===== config.mk =====
export PLATFORM = sky130hd
export DESIGN_NAME = psk8_rot_mapper
export DESIGN_NICKNAME = d
export VERILOG_FILES = /design/src/rtl/psk8_rot_mapper.sv
export SDC_FILE = /design/constraint.sdc
export NUM_CORES = 1
export LEC_CHECK = 0
export BUFFER_PORTS_ARGS = -buffer_cell sky130_fd_sc_hd__buf_2
export CELL_PAD_IN_SITES_DETAIL_PLACEMENT = 0
export CELL_PAD_IN_SITES_GLOBAL_PLACEMENT = 1
export CORE_UTILIZATION = 44
export CTS_BUF_LIST = sky130_fd_sc_hd__clkbuf_2
export DETAILED_ROUTE_END_ITERATION = 6
export PLACE_DENSITY_LB_ADDON = 0.3
export SETUP_SLACK_MARGIN = 0.4
export SYNTH_ARGS = -nofsm -noshare
export SYNTH_HDL_FRONTEND = slang
export SYNTH_SLANG_ARGS = --single-unit

===== constraint.sdc =====
create_clock -name clk -period 5.6 [get_ports clk]
set_input_delay 0 -clock clk [delete_from_list [all_inputs] [get_ports clk]]
set_output_delay 0 -clock clk [all_outputs]
set_load 0.02 [all_outputs]

===== src/rtl/psk8_rot_mapper.sv =====
`timescale 1ns/1ps
module psk8_rot_mapper #(
  parameter int W    = 8,
  parameter int AMP  = 127,
  parameter int STEP = 3
) (
  input  logic                clk,
  input  logic                rst_n,
  input  logic                sync,
  input  logic                bit_in,
  input  logic                bit_vld,
  output logic                sym_stb,
  output logic [3:0]          phase_idx,
  output logic signed [W-1:0] i_out,
  output logic signed [W-1:0] q_out,
  input  logic [3:0]          rx_phase,
  input  logic                rx_vld,
  output logic                rx_stb,
  output logic [3:0]          rx_dphase
);
  localparam longint C1 = (longint'(AMP) * 92388 + 50000) / 100000;
  localparam longint C2 = (longint'(AMP) * 70711 + 50000) / 100000;
  localparam longint C3 = (longint'(AMP) * 38268 + 50000) / 100000;
  localparam logic [3:0] STEP4 = STEP[3:0];

  function automatic logic signed [W-1:0] cos_lut(input logic [3:0] k);
    logic [3:0] j;
    logic neg;
    logic signed [W-1:0] m;
    if (k <= 4'd4)       begin j = k;                neg = 1'b0; end
    else if (k <= 4'd8)  begin j = 4'd8 - k;         neg = 1'b1; end
    else if (k <= 4'd12) begin j = k - 4'd8;         neg = 1'b1; end
    else                 begin j = 4'd0 - k;         neg = 1'b0; end
    case (j)
      4'd0:    m = W'(AMP);
      4'd1:    m = W'(C1);
      4'd2:    m = W'(C2);
      4'd3:    m = W'(C3);
      default: m = '0;
    endcase
    return neg ? -m : m;
  endfunction

  logic [1:0] cnt, shf;
  logic [3:0] tx_acc, rx_acc;

  wire [2:0] sym  = {shf, bit_in};
  wire [2:0] p8   = {sym[2], sym[2] ^ sym[1], ^sym};
  wire       last = bit_vld && !sync && cnt == 2'd2;
  wire [3:0] nxt  = {p8, 1'b0} + tx_acc;

  always_ff @(posedge clk or negedge rst_n) begin
    if (!rst_n) begin
      cnt <= '0; shf <= '0; tx_acc <= '0; rx_acc <= '0;
      sym_stb <= 1'b0; phase_idx <= '0; i_out <= '0; q_out <= '0;
      rx_stb <= 1'b0; rx_dphase <= '0;
    end else begin
      sym_stb <= 1'b0;
      rx_stb  <= 1'b0;
      if (sync) begin
        cnt <= '0; tx_acc <= '0; rx_acc <= '0;
      end else begin
        if (bit_vld) begin
          shf <= {shf[0], bit_in};
          cnt <= last ? 2'd0 : cnt + 2'd1;
        end
        if (last) begin
          phase_idx <= nxt;
          i_out     <= cos_lut(nxt);
          q_out     <= cos_lut(nxt + 4'd12);
          tx_acc    <= tx_acc + STEP4;
          sym_stb   <= 1'b1;
        end
        if (rx_vld) begin
          rx_dphase <= rx_phase - rx_acc;
          rx_acc    <= rx_acc + STEP4;
          rx_stb    <= 1'b1;
        end
      end
    end
  end


  stb_single_chk: assert property (@(posedge clk) disable iff (!rst_n)
    sym_stb |=> !sym_stb);

  acc_step_chk: assert property (@(posedge clk) disable iff (!rst_n)
    (sym_stb && !$past(sync)) |-> (tx_acc == 4'($past(tx_acc) + STEP4)));

  idle_hold_chk: assert property (@(posedge clk) disable iff (!rst_n)
    (!bit_vld && !sync) |=> ($stable(cnt) && $stable(tx_acc) && !sym_stb));

  sync_clear_chk: assert property (@(posedge clk) disable iff (!rst_n)
    sync |=> (tx_acc == 4'd0 && rx_acc == 4'd0 && cnt == 2'd0 && !sym_stb && !rx_stb));

  rx_stb_chk: assert property (@(posedge clk) disable iff (!rst_n)
    (rx_vld && !sync) |=> rx_stb);

  rx_quiet_chk: assert property (@(posedge clk) disable iff (!rst_n)
    !rx_vld |=> !rx_stb);
endmodule


==> run summary <==
drt total wl -> 4.57 mm
Worst path max stage delay -> 0.76 ns
Die Width -> 73.4 um
Post-synth EDFFs -> 0
Buf+Inv Stages, Crit Path -> 2
commonest non-fill, non-tap cells in the layout -> 38 x dfrtp_1, 35 x buf_2, 34 x nand2_1
leakage -> 1.29 nW
fin area -> 0.00259 mm2
gr usage total -> 18.8%
core area -> 0.00482 mm2
worst skew pair latency -> 0.38 ns
clock root buffer master -> clkbuf_2
1st-iter DRT viols -> 91
Die Area -> 0.00538 mm2
CP Launch Type -> register
CTS Buffer Depth -> 2
number of I/O pins -> 36
NumNets Final -> 310
Pwr Total -> 0.00119 W
routed len/inst -> 12.9 um
pin count of the biggest net entering global routing -> 39
met1 Track Usage GR -> 25.4%
critical path class -> register to register
antenna violations before repair -> 0
CTS resizes -> 0
Max Cap Viol -> 0
total number of vias -> 1,808
Seq cells post-synth -> 38
post-route worst setup slack -> 1.42 ns
warnings from Yosys -> 0
syn avg cell area -> 9.15 um2
dpl ws -> 1.47 ns
crit path capture type -> register
Most Used Layer, Global Route -> met2
Final Hold Viols -> 0
Clock Sinks -> 38
vias in the first global route -> 1,657
DRC errors left -> 0
Synth-to-Final Area Change -> 15.6%
final worst path period share -> 74.7%
RSZ-0062 raised after global routing -> false
Seq/Total Area, Yosys -> 42.4%
Distinct cells, synth -> 39
# port buffers -> 35
minimum clock period -> 4.18 ns
Min-Delay Endpoint -> rx_dphase[1]
GP Congestion -> 0.839
critical path peak fanout -> 12
hold depth -> 4
GR Util met2 -> 29.5%
layout cells sized above 1 -> 19.6%
FMAX -> 239 MHz
Mapped Area -> 0.00224 mm2
syn nets -> 270
CTS tree -> yes
Power Density -> 460 mW/mm2
vias per cell -> 5.12
DRT Pass-1 Iters -> 4
CTS buffer count -> 5
Slew Limit Headroom -> 42.3%
clock transition at the registers of the reported paths -> 0.19 ns
HP Class -> input port to register
Worst R2R Path Depth -> 17
Most used DFF post-synth -> dfrtp_1
cell repeated most along the worst path -> ha_1
Worst Path Required -> 5.95 ns
critical path cell sequence -> xnor2_1 -> xnor2_1 -> ha_1 -> inv_1 -> fa_1 -> inv_1 -> ha_1 -> a21oi_1 -> nor2_1 -> o221ai_1 -> and3_1 -> nand2_1 -> ha_1 -> or3_1 -> a211oi_1 -> a31oi_1 -> nand2_1
FP Rows -> 25
Pins Over Slew Limit -> 0
worst vdd ir -> 0.000253 V
status -> finished, final reports clean
Die Ht -> 73.4 um
met3 Use GR -> 3.84%
reg2reg setup slack -> 1.42 ns
commonest non-fill, non-tap cell in the layout -> dfrtp_1
total negative slack -> 0 ns
post-synthesis cell count -> 245
Least-Margin Pin Slew -> 0.865 ns
global-route wire length before repair -> 7.65 mm
Antenna Cells -> 0
Critical R2R Launch -> shf[1]
H-tree depth -> 2
Starting Density -> 46.5%
post-synthesis async set-or-reset flop share -> 100%
Crit-path slowest cell -> fa_1
Crit path max-delay family -> adder cells
Hold Path Origin -> rx_phase[1]
RR Endpoint -> q_out[2]
post-DP HPWL -> 3.28 mm
grt total ovfl -> 0
clock skew -> 0.00883 ns
Routed Antenna Nets -> 0
Setup violations, final -> 0
CP arrival -> 4.53 ns
Post-DP Area -> 0.00246 mm2
worst max-delay path by stage:
stage	cells past startpoint	slack (ns)	endpoint	from
finish	17	1.42	q_out[2]	shf[1]
global route	17	1.10	q_out[2]	shf[1]
CTS	17	1.41	q_out[2]	shf[1]
detailed placement	17	1.47	q_out[2]	shf[1]
global placement	17	1.62	q_out[2]	shf[1]
floorplan	19	1.75	q_out[2]	shf[1]
final cells by class:
cell class	instances	area [um2]
well taps	67	83.8
clock buffers	6	30.0
fillers	480	2230
clock inverters	2	8.76
repair buffers	46	280
flip-flops and latches	38	951
inverters	18	67.6
multi-input cells	176	1170
cell families (layout without fill, tap and decap cells):
| family | count (synthesis) | in the layout | share of synthesized area (%) |
|---|---|---|---|
| and+or+nand+nor | 81 | 81 | 15.9 |
| muxes | 13 | 13 | 6.09 |
| xor gates and xnor gates | 12 | 12 | 5.42 |
| DFF | 38 | 38 | 42.4 |
| buffers and inverters | 31 | 72 | 5.42 |
| adders and majority gates | 15 | 15 | 9.05 |
| AOI/OAI and AO/OA | 55 | 55 | 15.7 |
flip-flops by register name, indices dropped and copies added (netlist names):
signal	count
i_out	8
cnt	2
q_out	8
shf	2
rx_acc	4
sym_stb	1
rx_stb	1
rx_dphase	4
phase_idx	4
tx_acc	4
where the power goes:
| part | switching (W) | internal [W] | total, W |
|---|---|---|---|
| clock | 0.0000913 | 0.0000308 | 0.000122 |
| combinational | 0.000419 | 0.000263 | 0.000683 |
| sequential | 0.0000417 | 0.000345 | 0.000386 |
| total | 0.000552 | 0.000639 | 0.00119 |
per-stage QoR:
stage               hold WS, ns  std cells  utilization [%]
floorplan                -0.296        245                -
global placement          0.159        336             51.1
detailed placement        0.170        336             51.1
CTS                      0.0187        353             53.8
global route             0.0532        353             53.8
finish                   0.0415        353             53.8
worst register-to-register path: cells and delay by family, from the launching register on:
kind	cells	cell delay (ns)
compound gates	4	0.63
xor+xnor	2	0.46
fa+ha+maj	4	1.52
buf+inv	2	0.17
flops	1	0.45
simple gates	5	0.93
layer usage:
metal  vias up  wire [um]
li1        914          -
met5         -          0
met3        12        190
met4         0         99
met2        44       2120
met1       838       2160
cell usage after synthesis, types with 3 or more instances:
library cell  number  share of area [%]
mux2_2             5                2.5
nor2_1            24                4.0
xnor2_1            5                2.0
xor2_1             6                2.3
mux2i_1            8                3.6
a21o_1             4                1.3
o211ai_1           4                1.3
dfrtp_1           38                 42
nand2_1           34                5.7
a31oi_1            3               0.84
a21oi_1            9                2.0
or3_1              6                1.7
nand3_1            5                1.1
nor2b_1            3               0.84
o21ai_0           22                4.9
ha_1              13                7.3
buf_2              4               0.89
inv_1             17                2.8
a211oi_1           3                1.0
clkbuf_1           6                1.0
buf_1              3               0.50
what timing repair did:
| item | in CTS | in global routing |
|---|---|---|
| buffers inserted | 0 | 0 |
| endpoints found under the hold margin | 49 | 0 |
| hold buffers | 9 | 0 |
No activity file was read; power rests on OpenSTA's default activity.
